<file path="config.mk">
export PLATFORM = sky130hd
export DESIGN_NAME = planeWritePath
export DESIGN_NICKNAME = d
export VERILOG_FILES = /design/src/rtl/planeGfxPkg.sv /design/src/rtl/planeCtrl.sv /design/src/rtl/planeDatapath.sv /design/src/rtl/planeWritePath.sv
export SDC_FILE = /design/constraint.sdc
export NUM_CORES = 2
export LEC_CHECK = 0
export ABC_AREA = 0
export BUFFER_PORTS_ARGS = -buffer_cell sky130_fd_sc_hd__clkbuf_2
export CORE_MARGIN = 4
export CORE_UTILIZATION = 35
export DETAILED_ROUTE_END_ITERATION = 7
export PLACE_DENSITY = 0.57
export SLEW_MARGIN = 40
export SYNTH_ARGS = -nofsm -noshare
export SYNTH_HDL_FRONTEND = slang
export SYNTH_SLANG_ARGS = --single-unit
</file>
<file path="constraint.sdc">
create_clock -name clk -period 13.2 [get_ports clk]
set_clock_uncertainty 0.2 [all_clocks]
set_input_delay 2.64 -clock clk [delete_from_list [all_inputs] [get_ports clk]]
set_output_delay 2.64 -clock clk [all_outputs]
set_load 0.01 [all_outputs]
</file>
<file path="src/rtl/planeGfxPkg.sv">
package planeGfxPkg;
  localparam int PLANES = 4;
  localparam int BYTE_W = 8;
  localparam int IDX_W  = 4;

  localparam logic [IDX_W-1:0] IDX_COLOR   = 4'd0;
  localparam logic [IDX_W-1:0] IDX_SUBST   = 4'd1;
  localparam logic [IDX_W-1:0] IDX_CMPCOL  = 4'd2;
  localparam logic [IDX_W-1:0] IDX_ROTOP   = 4'd3;
  localparam logic [IDX_W-1:0] IDX_RDSEL   = 4'd4;
  localparam logic [IDX_W-1:0] IDX_MODE    = 4'd5;
  localparam logic [IDX_W-1:0] IDX_CMPEN   = 4'd6;
  localparam logic [IDX_W-1:0] IDX_BITMASK = 4'd7;
  localparam logic [IDX_W-1:0] IDX_PLANEEN = 4'd8;

  typedef struct packed {
    logic [PLANES-1:0] colorVal;
    logic [PLANES-1:0] substEn;
    logic [PLANES-1:0] cmpColor;
    logic [2:0]        rotCnt;
    logic [1:0]        aluOp;
    logic [1:0]        readSel;
    logic [1:0]        writeMode;
    logic              readMode;
    logic [PLANES-1:0] cmpEn;
    logic [BYTE_W-1:0] bitMask;
    logic [PLANES-1:0] planeEn;
  } gfxCfg_t;

  typedef struct packed {
    logic rdStb;
    logic wrStb;
  } memStb_t;

  localparam gfxCfg_t CFG_RESET = '{
    colorVal: '0, substEn: '0, cmpColor: '0, rotCnt: '0, aluOp: '0,
    readSel: '0, writeMode: '0, readMode: 1'b0, cmpEn: '1,
    bitMask: '0, planeEn: '1};
endpackage

</file>
<file path="src/rtl/planeCtrl.sv">
module planeCtrl
  import planeGfxPkg::*;
(
  input  logic              clk,
  input  logic              rstN,
  input  logic              regWr,
  input  logic              regAddr,
  input  logic [BYTE_W-1:0] regWdata,
  output logic [BYTE_W-1:0] regRdata,
  input  logic              memReq,
  input  logic              memWe,
  output logic              memAck,
  output gfxCfg_t           cfg,
  output memStb_t           stb
);
  logic [IDX_W-1:0] idxQ;
  gfxCfg_t          cfgQ;
  logic             ackQ;
  logic [BYTE_W-1:0] selVal;

  always_ff @(posedge clk or negedge rstN) begin
    if (!rstN) begin
      idxQ <= '0;
      cfgQ <= CFG_RESET;
      ackQ <= 1'b0;
    end else begin
      ackQ <= memReq;
      if (regWr && !regAddr) idxQ <= regWdata[IDX_W-1:0];
      if (regWr && regAddr) begin
        case (idxQ)
          IDX_COLOR:   cfgQ.colorVal <= regWdata[PLANES-1:0];
          IDX_SUBST:   cfgQ.substEn  <= regWdata[PLANES-1:0];
          IDX_CMPCOL:  cfgQ.cmpColor <= regWdata[PLANES-1:0];
          IDX_ROTOP: begin
            cfgQ.rotCnt <= regWdata[2:0];
            cfgQ.aluOp  <= regWdata[4:3];
          end
          IDX_RDSEL:   cfgQ.readSel <= regWdata[1:0];
          IDX_MODE: begin
            cfgQ.writeMode <= regWdata[1:0];
            cfgQ.readMode  <= regWdata[3];
          end
          IDX_CMPEN:   cfgQ.cmpEn   <= regWdata[PLANES-1:0];
          IDX_BITMASK: cfgQ.bitMask <= regWdata;
          IDX_PLANEEN: cfgQ.planeEn <= regWdata[PLANES-1:0];
          default: ;
        endcase
      end
    end
  end

  always_comb begin
    case (idxQ)
      IDX_COLOR:   selVal = {4'b0, cfgQ.colorVal};
      IDX_SUBST:   selVal = {4'b0, cfgQ.substEn};
      IDX_CMPCOL:  selVal = {4'b0, cfgQ.cmpColor};
      IDX_ROTOP:   selVal = {3'b0, cfgQ.aluOp, cfgQ.rotCnt};
      IDX_RDSEL:   selVal = {6'b0, cfgQ.readSel};
      IDX_MODE:    selVal = {4'b0, cfgQ.readMode, 1'b0, cfgQ.writeMode};
      IDX_CMPEN:   selVal = {4'b0, cfgQ.cmpEn};
      IDX_BITMASK: selVal = cfgQ.bitMask;
      IDX_PLANEEN: selVal = {4'b0, cfgQ.planeEn};
      default:     selVal = '0;
    endcase
  end

  assign regRdata  = regAddr ? selVal : {{(BYTE_W-IDX_W){1'b0}}, idxQ};
  assign cfg       = cfgQ;
  assign memAck    = ackQ;
  assign stb.rdStb = memReq && !memWe;
  assign stb.wrStb = memReq && memWe;

  AST_ACK_AFTER_REQ: assert property (@(posedge clk) disable iff (!rstN) memReq |=> memAck);
  AST_NO_SPURIOUS_ACK: assert property (@(posedge clk) disable iff (!rstN) !memReq |=> !memAck);
  AST_INDEX_HOLD: assert property (@(posedge clk) disable iff (!rstN) !(regWr && !regAddr) |=> $stable(idxQ));
endmodule

</file>
<file path="src/rtl/planeDatapath.sv">
module planeDatapath
  import planeGfxPkg::*;
#(
  parameter int DEPTH  = 64,
  parameter int ADDR_W = 6
) (
  input  logic              clk,
  input  logic              rstN,
  input  gfxCfg_t           cfg,
  input  memStb_t           stb,
  input  logic [ADDR_W-1:0] memAddr,
  input  logic [BYTE_W-1:0] memWdata,
  output logic [BYTE_W-1:0] memRdata
);
  logic [PLANES-1:0][BYTE_W-1:0] planeMem [DEPTH];
  logic [PLANES-1:0][BYTE_W-1:0] latchQ;
  logic [PLANES-1:0][BYTE_W-1:0] curByte;
  logic [PLANES-1:0][BYTE_W-1:0] newByte;
  logic [2*BYTE_W-1:0] rotWide;
  logic [BYTE_W-1:0]   rotated;
  logic [BYTE_W-1:0]   effMask;
  logic [BYTE_W-1:0]   cmpHit;
  logic [BYTE_W-1:0]   readByte;
  logic [BYTE_W-1:0]   rdataQ;

  assign curByte = planeMem[memAddr];
  assign rotWide = {memWdata, memWdata} >> cfg.rotCnt;
  assign rotated = rotWide[BYTE_W-1:0];
  assign effMask = (cfg.writeMode == 2'd3) ? (rotated & cfg.bitMask) : cfg.bitMask;

  for (genvar p = 0; p < PLANES; p++) begin : gPlane
    logic [BYTE_W-1:0] srcByte;
    logic [BYTE_W-1:0] aluOut;
    logic [BYTE_W-1:0] planeNew;
    always_comb begin
      case (cfg.writeMode)
        2'd0:    srcByte = cfg.substEn[p] ? {BYTE_W{cfg.colorVal[p]}} : rotated;
        2'd2:    srcByte = {BYTE_W{memWdata[p]}};
        default: srcByte = {BYTE_W{cfg.colorVal[p]}};
      endcase
      case (cfg.aluOp)
        2'd0:    aluOut = srcByte;
        2'd1:    aluOut = srcByte & latchQ[p];
        2'd2:    aluOut = srcByte | latchQ[p];
        default: aluOut = srcByte ^ latchQ[p];
      endcase
      if (cfg.writeMode == 2'd1) planeNew = latchQ[p];
      else planeNew = (aluOut & effMask) | (latchQ[p] & ~effMask);
    end
    assign newByte[p] = planeNew;

    AST_PLANE_GATE: assert property (@(posedge clk) disable iff (!rstN)
      stb.wrStb && !cfg.planeEn[p] |=> planeMem[$past(memAddr)][p] == $past(curByte[p]));
    AST_MODE1_COPY: assert property (@(posedge clk) disable iff (!rstN)
      stb.wrStb && cfg.planeEn[p] && cfg.writeMode == 2'd1 |=> planeMem[$past(memAddr)][p] == $past(latchQ[p]));
  end

  always_comb begin
    for (int b = 0; b < BYTE_W; b++) begin
      cmpHit[b] = 1'b1;
      for (int p = 0; p < PLANES; p++)
        if (cfg.cmpEn[p] && (curByte[p][b] != cfg.cmpColor[p])) cmpHit[b] = 1'b0;
    end
    readByte = cfg.readMode ? cmpHit : curByte[cfg.readSel];
  end

  always_ff @(posedge clk) begin
    if (stb.wrStb)
      for (int p = 0; p < PLANES; p++)
        if (cfg.planeEn[p]) planeMem[memAddr][p] <= newByte[p];
  end

  always_ff @(posedge clk or negedge rstN) begin
    if (!rstN) begin
      latchQ <= '0;
      rdataQ <= '0;
    end else if (stb.rdStb) begin
      latchQ <= curByte;
      rdataQ <= readByte;
    end
  end

  assign memRdata = rdataQ;

  AST_LATCH_HOLD: assert property (@(posedge clk) disable iff (!rstN) !stb.rdStb |=> $stable(latchQ));
  AST_RDATA_HOLD: assert property (@(posedge clk) disable iff (!rstN) !stb.rdStb |=> $stable(memRdata));
endmodule

</file>
<file path="src/rtl/planeWritePath.sv">
module planeWritePath
  import planeGfxPkg::*;
#(
  parameter int DEPTH = 64,
  localparam int ADDR_W = $clog2(DEPTH)
) (
  input  logic              clk,
  input  logic              rstN,
  input  logic              regWr,
  input  logic              regAddr,
  input  logic [7:0]        regWdata,
  output logic [7:0]        regRdata,
  input  logic              memReq,
  input  logic              memWe,
  input  logic [ADDR_W-1:0] memAddr,
  input  logic [7:0]        memWdata,
  output logic              memAck,
  output logic [7:0]        memRdata
);
  gfxCfg_t cfg;
  memStb_t stb;

  planeCtrl u_ctrl (
    .clk(clk), .rstN(rstN), .regWr(regWr), .regAddr(regAddr),
    .regWdata(regWdata), .regRdata(regRdata), .memReq(memReq),
    .memWe(memWe), .memAck(memAck), .cfg(cfg), .stb(stb)
  );

  planeDatapath #(.DEPTH(DEPTH), .ADDR_W(ADDR_W)) u_dp (
    .clk(clk), .rstN(rstN), .cfg(cfg), .stb(stb), .memAddr(memAddr),
    .memWdata(memWdata), .memRdata(memRdata)
  );
endmodule

</file>
==> impl_metrics.env <==
export IMPL_status="finished, final reports clean"
export IMPL_fin_total_pwr_w=0.0165
export IMPL_core_region_area_sq_um=244000
export IMPL_relSlewSlack=0.390
export IMPL_synth_top_flop_cell="edfxtp_1"
export IMPL_synth_edf_count=2048
export IMPL_period_minus_slack_ps=6890
export IMPL_grt_max_degree=115
export IMPL_fmax_ghz=0.145
export IMPL_post_cts_buffers=0
export IMPL_ys_warn_count=0
export IMPL_area_growth_pct=13.1
export IMPL_cellPowerDensity_nw_per_um2=169
export IMPL_syn_area_per_cell_sq_um=16.1
export IMPL_critPathCaptureType="flip-flop"
export IMPL_ys_top_cells_by_area="edfxtp_1 71%, mux4_2 2.7%, a221oi_1 2.7%"
export IMPL_reg2reg_depth=10
export IMPL_syn_nets=5426
export IMPL_numPortBuffers=44
export IMPL_drv_cap=0
export IMPL_synth_top_area_frac=0.714
export IMPL_cts_sinks=2131
export IMPL_drt_vias_per_instance=5.90
export IMPL_dieHeight_um=504
export IMPL_numCtsBuffers=208
export IMPL_worstHoldStart="u_dp.latchQ[12]"
export IMPL_grt_ovfl_total=0
export IMPL_final_cells=8713
export IMPL_dpl_cell_count=8332
export IMPL_fp_dieW_um=504
export IMPL_detail_route_wl_per_cell_um=30.2
export IMPL_worst_skew_pair_late_latency_ps=870
export IMPL_ctsResizeCount=0
export IMPL_synth_cell_type_count=86
export IMPL_synth_most_common_cell="edfxtp_1"
export IMPL_leakage_nw=30.6
export IMPL_rr_startpoint="u_ctrl.cfg[23]"
export IMPL_num_rows=181
export IMPL_peakVddDrop_v=0.000152
export IMPL_antenna_found_initial=8
export IMPL_syn_inst=5334
export IMPL_finalSetupTns_ps=0
export IMPL_cts_root_buf="clkbuf_16"
export IMPL_ys_async_sr_fraction=0.0389
export IMPL_worst_pin_slew_ps=906
export IMPL_required_ps=13750
export IMPL_grt_pass1_wl_um=375000
export IMPL_synth_top_area_cell="edfxtp_1"
export IMPL_drc=0
export IMPL_drtAntennaViolNets=0
export IMPL_grt_util_all_layers=0.200
export IMPL_synth_commonest_cells="2048 x edfxtp_1, 377 x nor2_1, 294 x nand2_1"
export IMPL_postCtsHoldBufs=0
export IMPL_initial_core_util=0.353
export IMPL_start_kind="input pin"
export IMPL_hold_viol=0
export IMPL_cts_tree="built"
export IMPL_grt_pass1_vias=49872
export IMPL_path_max_fanout=71
export IMPL_io_pins=45
export IMPL_min_period_over_period=0.522
export IMPL_maxSlewViolCount=0
export IMPL_holdPathEnd="u_dp.latchQ[12]"
export IMPL_dp_hpwl_um=157000
export IMPL_path_clk_slew_ps=60
export IMPL_routed_wl_um=263000
export IMPL_place_gp_congestion=0.880
export IMPL_drt_pass1_iter_count=6
export IMPL_drtIter0Drc=6252
export IMPL_fin_nets=5434
export IMPL_netlist_area_sq_um=86100
export IMPL_final_layout_size_suffix_gt1_frac=0.189
export IMPL_place_ws_ps=5470
export IMPL_die_area_sq_um=254000
export IMPL_cp_data_arrival_time_ps=7440
export IMPL_report_final_setup_viol=0
export IMPL_layout_setup_ws_ps=6310
export IMPL_num_vias=51410
export IMPL_rsz0062_at_grt="no"
export IMPL_ys_seq_area_frac=0.739
export IMPL_reg2reg_slack_ps=8490
export IMPL_whs_path_depth=2
export IMPL_min_path_type="reg2reg"
export IMPL_ys_seq_elements=2131
export IMPL_htree_levels=4
export IMPL_clk_path_buf_depth=3
export IMPL_worst_setup_path_type="in2reg"
export IMPL_r2r_end="u_dp.planeMem[36][15]"
## area by class of cell
class,instances,area [sq um]
Antenna cell,1,2.50
Clock buffer,242,5330
Clock inverter,136,1300
Fill cell,21821,147000
Inverter,76,295
Multi-Input combinational cell,2744,21400
Sequential cell,2131,63600
Tap cell,3202,4010
Timing Repair Buffer,181,1360
## power by group
part           switching [W]  internal [W]
registers           0.000180       0.00808
clock network        0.00260       0.00325
logic                0.00178      0.000597
total                0.00456        0.0119
## routing by layer
metal,vias up,part of all wire,track usage
li1,21464,-,-
met1,26768,0.41,0.282
met2,2728,0.46,0.313
met3,448,0.090,0.0379
met4,2,0.034,0.0672
met5,-,0.000049,0
## layout by cell type, fill, tap and decap left out, types with 128 or more instances in the layout
cell type	n
nand2_1	293
clkbuf_16	208
a221oi_1	265
buf_4	128
mux2i_1	193
o21ai_0	247
nor2_2	214
edfxtp_1	2048
nor2_1	161
mux2_2	136
a22oi_1	262
## through the flow
step / cell area, sq um / util / hold slack [ps]
after global routing: 97300 / 0.399 / 372
after global placement: 90000 / 0.369 / 312
after detailed placement: 90500 / 0.371 / 326
after CTS: 97100 / 0.398 / 341
after floorplan: 86100 / - / 291
final: 97300 / 0.399 / 339
## worst max-delay path: stages
cell,delay [ps]
buf_8,480
buf_4,410
nand2b_2,420
buf_4,660
o22ai_1,140
o31ai_1,560
or4b_1,660
nor4_4,640
mux2i_1,310
a211oi_2,60
a21oi_1,220
nor3_2,70
## registers in the layout, summed over array words and instances, names as in the netlist
| name | flops |
|---|---|
| u_ctrl.cfg | 38 |
| u_ctrl.idxQ | 4 |
| u_ctrl.memAck | 1 |
| u_dp.latchQ | 32 |
| u_dp.memRdata | 8 |
| u_dp.planeMem | 2048 |
## worst max-delay path by stage
stage | end | depth (start not counted) | slack, ps | from
floorplan | u_dp.planeMem[0][17] | 9 | 5640 | memWdata[0]
global placement | u_dp.memRdata[6] | 12 | 5230 | memAddr[1]
detailed placement | u_dp.memRdata[6] | 12 | 5470 | memAddr[1]
CTS | u_dp.memRdata[6] | 12 | 6360 | memAddr[1]
global route | u_dp.memRdata[5] | 13 | 6150 | memAddr[1]
finish | u_dp.memRdata[6] | 12 | 6310 | memAddr[1]
## cells by family (layout without fill, tap and decap cells)
kind of cell / count (synthesis) / after routing / synth area share
and+or+nand+nor: 922 / 922 / 0.0491
xor gates and xnor gates: 12 / 12 / 0.00122
adders and majority gates: 64 / 64 / 0.00930
muxes: 437 / 437 / 0.0683
other: 0 / 1 / 0
buffers and inverters: 459 / 635 / 0.0251
AOI/OAI and AO/OA: 1309 / 1309 / 0.108
DFF: 2131 / 2131 / 0.739
No activity file was read; power rests on OpenSTA's default activity.
